==> src/rtl/tlm_commutator_pkg.sv <==
package tlm_commutator_pkg;

    localparam int unsigned NUM_DECKS = 4;

    typedef enum logic [2:0] {
        SRC_SYNC  = 3'd0,
        SRC_DECK0 = 3'd1,
        SRC_DECK1 = 3'd2,
        SRC_DECK2 = 3'd3,
        SRC_DECK3 = 3'd4
    } slot_src_e;

    typedef struct packed {
        logic bit_val;
        logic minor_mark;
        logic major_mark;
    } line_out_t;

    // Fixed slot map: slot 0 sync, then the fast deck, then one slot per slower deck.
    function automatic slot_src_e slot_source(input int unsigned slot,
                                              input int unsigned frame_words);
        if (slot == 0)                     return SRC_SYNC;
        else if (slot < frame_words - 3)   return SRC_DECK0;
        else if (slot == frame_words - 3)  return SRC_DECK1;
        else if (slot == frame_words - 2)  return SRC_DECK2;
        else                               return SRC_DECK3;
    endfunction

    // Positions per deck, chosen so that each deck wraps together at the major frame.
    function automatic int unsigned deck_size(input int unsigned deck,
                                              input int unsigned frame_words,
                                              input int unsigned fast_rate,
                                              input int unsigned mid_rate,
                                              input int unsigned low_rate);
        case (deck)
            0:       return frame_words - 4;
            1:       return fast_rate / mid_rate;
            2:       return fast_rate / low_rate;
            default: return fast_rate;
        endcase
    endfunction

    function automatic int unsigned deck_base(input int unsigned deck,
                                              input int unsigned frame_words,
                                              input int unsigned fast_rate,
                                              input int unsigned mid_rate,
                                              input int unsigned low_rate);
        int unsigned acc;
        acc = 0;
        for (int unsigned d = 0; d < deck; d++)
            acc += deck_size(d, frame_words, fast_rate, mid_rate, low_rate);
        return acc;
    endfunction

endpackage

==> src/rtl/tcm_frame_timer.sv <==
module tcm_frame_timer #(
    parameter int unsigned WORD_W      = 7,
    parameter int unsigned FRAME_WORDS = 32,
    parameter int unsigned MINORS      = 128,
    parameter int unsigned SLOT_W      = 5
) (
    input  logic              clk,
    input  logic              rst,
    input  logic              bit_stb,
    output logic [SLOT_W-1:0] slot_o,
    output logic              word_first_o,
    output logic              word_last_o,
    output logic              major_end_o,
    output logic              sync_slot_o,
    output logic              major_head_o
);
    localparam int unsigned BIT_W   = (WORD_W > 1) ? $clog2(WORD_W) : 1;
    localparam int unsigned MINOR_W = (MINORS > 1) ? $clog2(MINORS) : 1;

    logic [BIT_W-1:0]   bit_q;
    logic [SLOT_W-1:0]  slot_q;
    logic [MINOR_W-1:0] minor_q;
    logic last_bit, last_slot, last_minor;

    assign last_bit   = (bit_q == BIT_W'(WORD_W - 1));
    assign last_slot  = (slot_q == SLOT_W'(FRAME_WORDS - 1));
    assign last_minor = (minor_q == MINOR_W'(MINORS - 1));

    always_ff @(posedge clk) begin
        if (rst) begin
            bit_q   <= '0;
            slot_q  <= '0;
            minor_q <= '0;
        end else if (bit_stb) begin
            if (last_bit) begin
                bit_q <= '0;
                if (last_slot) begin
                    slot_q  <= '0;
                    minor_q <= last_minor ? '0 : minor_q + 1'b1;
                end else begin
                    slot_q <= slot_q + 1'b1;
                end
            end else begin
                bit_q <= bit_q + 1'b1;
            end
        end
    end

    assign slot_o       = slot_q;
    assign word_first_o = (bit_q == '0);
    assign word_last_o  = last_bit;
    assign major_end_o  = last_bit && last_slot && last_minor;
    assign sync_slot_o  = (slot_q == '0);
    assign major_head_o = (slot_q == '0) && (minor_q == '0);
endmodule

==> src/rtl/tcm_deck_sequencer.sv <==
module tcm_deck_sequencer
    import tlm_commutator_pkg::*;
#(
    parameter int unsigned FRAME_WORDS = 32,
    parameter int unsigned FAST_RATE   = 128,
    parameter int unsigned MID_RATE    = 16,
    parameter int unsigned LOW_RATE    = 2,
    parameter int unsigned ADDR_W      = 8,
    parameter int unsigned SLOT_W      = 5
) (
    input  logic                          clk,
    input  logic                          rst,
    input  logic                          step_i,
    input  logic                          major_end_i,
    input  logic [SLOT_W-1:0]             slot_i,
    output logic [ADDR_W-1:0]             addr_o,
    output logic                          addr_valid_o,
    output logic [NUM_DECKS*ADDR_W-1:0]   pos_flat_o
);
    slot_src_e src;
    assign src = slot_source(32'(slot_i), FRAME_WORDS);

    for (genvar k = 0; k < NUM_DECKS; k++) begin : g_deck
        localparam int unsigned SIZE =
            deck_size(k, FRAME_WORDS, FAST_RATE, MID_RATE, LOW_RATE);
        logic [ADDR_W-1:0] pos_q;

        always_ff @(posedge clk) begin
            if (rst) begin
                pos_q <= '0;
            end else if (step_i) begin
                if (major_end_i)
                    pos_q <= '0;
                else if (int'(src) == k + 1)
                    pos_q <= (pos_q == ADDR_W'(SIZE - 1)) ? '0 : pos_q + 1'b1;
            end
        end

        assign pos_flat_o[k*ADDR_W +: ADDR_W] = pos_q;
    end

    always_comb begin
        addr_o       = '0;
        addr_valid_o = 1'b0;
        for (int k = 0; k < NUM_DECKS; k++) begin
            if (int'(src) == k + 1) begin
                addr_o = ADDR_W'(deck_base(k, FRAME_WORDS, FAST_RATE, MID_RATE, LOW_RATE))
                         + pos_flat_o[k*ADDR_W +: ADDR_W];
                addr_valid_o = 1'b1;
            end
        end
    end
endmodule

==> src/rtl/tcm_word_serializer.sv <==
module tcm_word_serializer
    import tlm_commutator_pkg::*;
#(
    parameter int unsigned         WORD_W    = 7,
    parameter logic [WORD_W-1:0]   SYNC_WORD = WORD_W'(7'h72)
) (
    input  logic              clk,
    input  logic              rst,
    input  logic              bit_stb,
    input  logic              word_first_i,
    input  logic              sync_slot_i,
    input  logic              major_head_i,
    input  logic [WORD_W-1:0] meas_i,
    output line_out_t         line_o
);
    logic [WORD_W-1:0] shift_q;
    logic [WORD_W-1:0] load_word;
    line_out_t         line_q;

    assign load_word = sync_slot_i ? SYNC_WORD : meas_i;

    always_ff @(posedge clk) begin
        if (rst) begin
            shift_q <= '0;
            line_q  <= '0;
        end else if (bit_stb) begin
            if (word_first_i) begin
                line_q.bit_val    <= load_word[WORD_W-1];
                line_q.minor_mark <= sync_slot_i;
                line_q.major_mark <= major_head_i;
                shift_q           <= load_word << 1;
            end else begin
                line_q.bit_val    <= shift_q[WORD_W-1];
                line_q.minor_mark <= 1'b0;
                line_q.major_mark <= 1'b0;
                shift_q           <= shift_q << 1;
            end
        end
    end

    assign line_o = line_q;
endmodule

==> src/rtl/tlm_commutator.sv <==
module tlm_commutator
    import tlm_commutator_pkg::*;
#(
    parameter int unsigned       WORD_W      = 7,
    parameter int unsigned       FRAME_WORDS = 32,
    parameter int unsigned       ADDR_W      = 8,
    parameter int unsigned       FAST_RATE   = 128,
    parameter int unsigned       MID_RATE    = 16,
    parameter int unsigned       LOW_RATE    = 2,
    parameter logic [WORD_W-1:0] SYNC_WORD   = WORD_W'(7'h72)
) (
    input  logic              clk,
    input  logic              rst,
    input  logic              bit_stb,
    input  logic [WORD_W-1:0] meas_data,
    output logic [ADDR_W-1:0] chan_addr,
    output logic              addr_valid,
    output logic              ser_out,
    output logic              minor_mark,
    output logic              major_mark
);
    localparam int unsigned SLOT_W     = $clog2(FRAME_WORDS);
    localparam int unsigned TOTAL_ADDR =
        deck_base(NUM_DECKS, FRAME_WORDS, FAST_RATE, MID_RATE, LOW_RATE);

    logic [SLOT_W-1:0]           slot;
    logic                        word_first, word_last, major_end;
    logic                        sync_slot, major_head;
    logic [NUM_DECKS*ADDR_W-1:0] pos_flat;
    line_out_t                   line;

    tcm_frame_timer #(
        .WORD_W(WORD_W), .FRAME_WORDS(FRAME_WORDS),
        .MINORS(FAST_RATE), .SLOT_W(SLOT_W)
    ) u_timer (
        .clk(clk), .rst(rst), .bit_stb(bit_stb),
        .slot_o(slot), .word_first_o(word_first), .word_last_o(word_last),
        .major_end_o(major_end), .sync_slot_o(sync_slot), .major_head_o(major_head)
    );

    tcm_deck_sequencer #(
        .FRAME_WORDS(FRAME_WORDS), .FAST_RATE(FAST_RATE), .MID_RATE(MID_RATE),
        .LOW_RATE(LOW_RATE), .ADDR_W(ADDR_W), .SLOT_W(SLOT_W)
    ) u_decks (
        .clk(clk), .rst(rst),
        .step_i(bit_stb && word_last), .major_end_i(major_end),
        .slot_i(slot), .addr_o(chan_addr), .addr_valid_o(addr_valid),
        .pos_flat_o(pos_flat)
    );

    tcm_word_serializer #(
        .WORD_W(WORD_W), .SYNC_WORD(SYNC_WORD)
    ) u_ser (
        .clk(clk), .rst(rst), .bit_stb(bit_stb),
        .word_first_i(word_first), .sync_slot_i(sync_slot),
        .major_head_i(major_head), .meas_i(meas_data), .line_o(line)
    );

    assign ser_out    = line.bit_val;
    assign minor_mark = line.minor_mark;
    assign major_mark = line.major_mark;
endmodule

==> config.mk <==
export PLATFORM = sky130hd
export DESIGN_NAME = tlm_commutator
export DESIGN_NICKNAME = d
export VERILOG_FILES = /design/src/rtl/tlm_commutator_pkg.sv /design/src/rtl/tcm_frame_timer.sv /design/src/rtl/tcm_deck_sequencer.sv /design/src/rtl/tcm_word_serializer.sv /design/src/rtl/tlm_commutator.sv
export SDC_FILE = /design/constraint.sdc
export NUM_CORES = 1
export LEC_CHECK = 0
export BUFFER_PORTS_ARGS = -buffer_cell sky130_fd_sc_hd__clkbuf_2
export CORE_AREA = 2 2 101 83
export CTS_CLUSTER_SIZE = 30
export DETAILED_ROUTE_END_ITERATION = 10
export DIE_AREA = 0 0 103 85
export PLACE_DENSITY_LB_ADDON = 0.3
export SLEW_MARGIN = 20
export SYNTH_ARGS = -nofsm -noshare
export SYNTH_HDL_FRONTEND = slang
export SYNTH_SLANG_ARGS = --single-unit
==> constraint.sdc <==
create_clock -name clk -period 7.5 [get_ports clk]
set_clock_uncertainty 0.1 [all_clocks]
set_input_delay 0.375 -clock clk [delete_from_list [all_inputs] [get_ports clk]]
set_output_delay 0.375 -clock clk [all_outputs]
set_load 0.05 [all_outputs]
* Word level (Yosys, flattened, before mapping)
Cells that the tools add are included.
Widths: inputs -> output; s select.
** Cells by class
- Add/subtract/negate cells :: 13
- Muxes and demuxes :: 36
- Reduce and logical (&&, ||, !) cells :: 17
- Eq/ne operators :: 13
- Magnitude comparators :: 1
** Operator list (count)
- $mux 8 :: 22
- $add 8x8->8 :: 6
- $add 8x1->8 const B :: 4
- $mux 7 :: 3
- $mux 3 :: 6
- $eq 5x5->1 const B :: 3
- $eq 3x3->1 const B :: 4
- $reduce_and 2->1 :: 5
- $eq 8x3->1 const B :: 1
- $eq 8x5->1 const B :: 1
- $eq 8x6->1 const B :: 1
- $eq 8x7->1 const B :: 1
- $reduce_bool 2->1 :: 4
- $add 7x1->7 const B :: 1
- $eq 7x7->1 const B :: 1
- $logic_not 7->1 :: 1
- $add 5x1->5 const B :: 1
- $logic_not 5->1 :: 1
- $lt 5x5->1 const B :: 1
- $mux 5 :: 1
- $logic_and 1x1->1 :: 4
- $mux 1 :: 4
- $add 3x1->3 const B :: 1
- $eq 3x2->1 const B :: 1
- other kinds (2) :: 2
** Word-level totals
- Word-level logic and storage cells :: 91
- Output and inout bits :: 12
- Flip-flop bits (word level) :: 57

* Logic depth before layout (Yosys ltp)
- Depth after elaboration :: 11
- Depth in mapped cells :: 11
- Gate-level depth less buffers :: 8

* Cells and area by module
A second synthesis with hierarchy kept.
** Second synthesis, totals
- Cells, all modules :: 419
- Area total of the unflattened synthesis :: 3470.8 um^2
** By module, submodules not included
- tcm_deck_sequencer :: instances 1, sequential area each 640.6 um^2, area each 2135.8 um^2, cells an instance 270
- tcm_frame_timer :: instances 1, sequential area each 300.3 um^2, area each 865.8 um^2, cells an instance 102
- tcm_word_serializer :: instances 1, sequential area each 180.2 um^2, area each 462.9 um^2, cells an instance 46
- tlm_commutator :: instances 1, sequential area each 0.0 um^2, area each 6.3 um^2, cells an instance 1

* Worst setup path after synthesis
No wires, ideal clock.
- Path type :: register to output
- From :: reg u_timer.slot_q[0], in the netlist u_timer.slot_o[0]
- To :: out chan_addr[7]
- Cell stages (with the launch flop) :: 8
- Data required time :: 7025 ps
- Data arrival time :: 2557 ps
- Slack :: 4468 ps
- Path buffers :: 2
- Cell sequence :: dfxtp_1 -> buf_2 -> inv_1 -> ha_1 -> or4b_1 -> clkbuf_1 -> a21oi_1 -> a31oi_1
** Between the ends
- Word-level cells in the longest chain between the ends :: 10
** Ends and longest elaborated chain
- from (decl) :: line tcm_frame_timer.sv:21 : logic [SLOT_W-1:0] slot_q;
- from (signal assigned) :: line tcm_frame_timer.sv:41 : slot_q <= slot_q + 1'b1;
- $eq 5x5->1 :: line tlm_commutator_pkg.sv:25 : else if (slot == frame_words - 2) return SRC_DECK2;
- $mux 3 :: line tlm_commutator_pkg.sv:25
- $mux 3 :: line tlm_commutator_pkg.sv:24 : else if (slot == frame_words - 3) return SRC_DECK1;
- $mux 3 :: line tlm_commutator_pkg.sv:23 : else if (slot < frame_words - 3) return SRC_DECK0;
- $mux 3 * :: line tlm_commutator_pkg.sv:22 : if (slot == 0) return SRC_SYNC;
- $eq 3x2->1 :: line tcm_deck_sequencer.sv:46 : if (int'(src) == k + 1) begin
- $mux 8 (3 in a row) :: line tcm_deck_sequencer.sv:46
- $mux 8 * :: line tcm_deck_sequencer.sv:46
- to (decl) :: line tlm_commutator.sv:16 : output logic [ADDR_W-1:0] chan_addr,
Mark *: on every way between the ends. The rest lies on a longest branch, timed or not.

* Final worst setup path
- From :: reg u_timer.slot_q[0], in the netlist u_timer.slot_o[0]
- To :: out chan_addr[6]
Same word-level chain as after synthesis.

==> metrics.md <==
| Metric | Value |
|---|---|
| Outcome | complete, no violations |
| Postcts setup bufs | 0 |
| Post-Syn Instances | 438 |
| Post-synth EDFFs | 0 |
| Cts repair resizes | 0 |
| Port-buffer cells | 21 |
| Root Driver | clkbuf_8 |
| Sequential cell area | 1120 um^2 |
| CP Max Fanout | 19 |
| Synthesized area | 3420 um^2 |
| #FFs+latches synth | 56 |
| Met2 GRT Util | 28.6% |
| Syn avg cell area | 7.80 um^2 |
| Post-Route Utilization | 46.6% |
| # DRC | 0 |
| Worst reg2reg setup slack | 4.50 ns |
| IR Drop Worst-Case VDD | 0.0891 mV |
| Max Cap Violations | 0 |
| RSZ-0062 raised after global routing | false |
| Synth cell types | 57 |
| Drt pass-1 iters | 4 |
| Core Area | 7760 um^2 |
| Critical R2R Capture | u_decks.g_deck[1].pos_q[6] |
| Fmax | 323 MHz |
| Critical Path Source | u_timer.slot_o[0] |
| Final Hold Viols | 0 |
| CTS tree | yes |
| Clock sink count | 56 |
| Main synth FF type | dfxtp_1 |
| Placer congestion estimate | 0.835 |
| Worst min path class | in2reg |
| Fin crit share | 41.3% |
| Grt total ovfl | 0 |
| Worst r2r path cells | 8 |
| Critical path capture point | chan_addr[6] |
| Routed via count | 3103 |
| Clock tree buffer depth | 2 |
| Synth async-reset ratio | 0% |
| Met3 usage | 3.46% |
| Commonest non-fill, non-tap cell in the layout | dfxtp_1 |
| Endpoints failing setup | 0 |
| Final max-slew violation count | 0 |
| Finished Layout Cells | 545 |
| RR Startpoint | u_timer.slot_o[0] |
| CTS Hold Buffers Added | 0 |
| Overall Power | 0.514 mW |
| Net Count, Synth | 464 |
| Clk pin slew, worst setup/hold paths | 0.11 ns |
| Largest net degree at the start of global routing | 56 |
| Most used routing layer | met1 |
| Top post-synthesis cells by area | dfxtp_1, a21oi_1, ha_1 |
| I/O pin count | 22 |
| Total track usage | 19.2% |
| Share of cells above drive strength 1 | 8.70% |
| Rows | 29 |
| Critical path startpoint category | register |
| 1st-iter DRT viols | 249 |
| Global-route wire length before repair | 13.7 mm |
| DR vias/cell | 5.69 |
| Total negative setup slack | 0 ns |
| Initial core utilization | 44.0% |
| Placed Cells | 537 |
| WL/cell | 14.4 um |
| Worst Path Arrival | 2.62 ns |
| Slew @ Worst Pin | 0.853 ns |
| Minimum clock period | 3.09 ns |
| Req. time, crit path | 7.03 ns |
| Kind of end point of the critical path | output port |
| DIE WIDTH | 103 um |
| Pleak | 1.25 nW |
| M1 GR Usage | 28.8% |
| Critical setup path kind | reg2out |
| Synth warn | 0 |
| PwrDens | 142 nW/um^2 |
| Max-slew headroom | 42.8% |
| Hold slack | 0.196 ns |
| Die height | 85 um |
| DRT Wirelength | 7.84 mm |
| Multi-input gate area | 2110 um^2 |
| Total CTS buffers | 5 |
| Worst skew pair latency | 0.32 ns |
| Layout area overhead | 5.82% |
| Final ANT Viol Nets | 0 |
| Vias in the first global route | 2873 |
| DPL Wire Length | 5.47 mm |
| Synth top area share | 32.8% |
| # nets final | 462 |
| H-tree Lvls | 2 |
| Antenna cells | 0 |
| Commonest non-fill, non-tap cells in the layout | dfxtp_1, a21oi_1, nor2_1, nand2_1, o21ai_0 |
| Cell taking the most area after synthesis | dfxtp_1 |
| Initial antenna violation count | 0 |
| Register area share after synthesis | 32.8% |
| Filler Cell Count | 813 |
| Die ar. | 8760 um^2 |
how the worst min path moves through the flow:
stage | startpoint | to | slack, ns | cells past startpoint
after floorplan | u_ser.shift_q[1] | u_ser.shift_q[1] | 0.35 | 2
after CTS | meas_data[0] | u_ser.shift_q[1] | 0.19 | 3
after detailed placement | u_ser.line_o[2] | u_ser.line_o[2] | 0.36 | 2
after global placement | u_ser.shift_q[6] | u_ser.shift_q[6] | 0.36 | 2
after global routing | meas_data[0] | u_ser.shift_q[1] | 0.21 | 3
final | meas_data[0] | u_ser.shift_q[1] | 0.20 | 3
critical path, cell delays in order (launching register included):
cell and delay (ns):
dfxtp_1 0.50, ha_1 0.58, nand2b_1 0.21, nor2_1 0.06
a2111oi_0 0.46, a31o_2 0.19, clkbuf_2 0.28
cell type report:
class	instances	area share (%)
timing repair buffer	23	3.32
tap	108	3.74
multi-input combinational	340	58.3
sequential	56	31.0
clock inverter	3	0.692
inverter	10	1.04
clock buffer	5	1.90
cells in the mapped netlist, types with 6 or more instances:
library cell and instances:
clkbuf_1 24, xor2_1 11, ha_1 16, nand2b_1 11, o21ai_0 29, a21oi_1 44
nor3_1 15, dfxtp_1 56, a22oi_1 6, nor2_1 43, xnor2_1 11, nand3_1 18
or3_1 7, and3_1 9, or4_1 9, nand2_1 33, inv_1 10, nand4_1 10
o31ai_1 6
flip-flops by register name (all words and copies together) (netlist names):
name and count:
u_ser.shift_q 6, u_timer.slot_o 5, u_timer.minor_q 7, u_decks.g_deck.pos_q 32, u_ser.line_o 3, u_timer.bit_q 3
power breakdown:
part	leakage [nW]	internal (mW)	switching (mW)
clock network	0.0452	0.0684	0.110
logic	0.756	0.00998	0.0198
registers	0.453	0.302	0.00401
through the flow:
step	setup slack, ns	instance area, um^2
floorplan	4.47	3420
global placement	4.65	3520
detailed placement	4.56	3520
CTS	4.42	3620
global route	4.16	3620
finish	4.41	3620
routing by layer:
metal	up-vias	wire, um
met4	0	78
met1	1465	4070
met3	8	333
met2	56	3360
li1	1574	-
met5	-	0
cells by family after synthesis:
family,Yosys count,share of synthesized area (%)
buf+inv,42,5.49
mux,6,1.79
fa+ha+maj,16,5.86
simple gates,185,29.0
compound gates,111,19.5
xor+xnor,22,5.64
flops,56,32.8
Power figures use the tool's default switching activity.
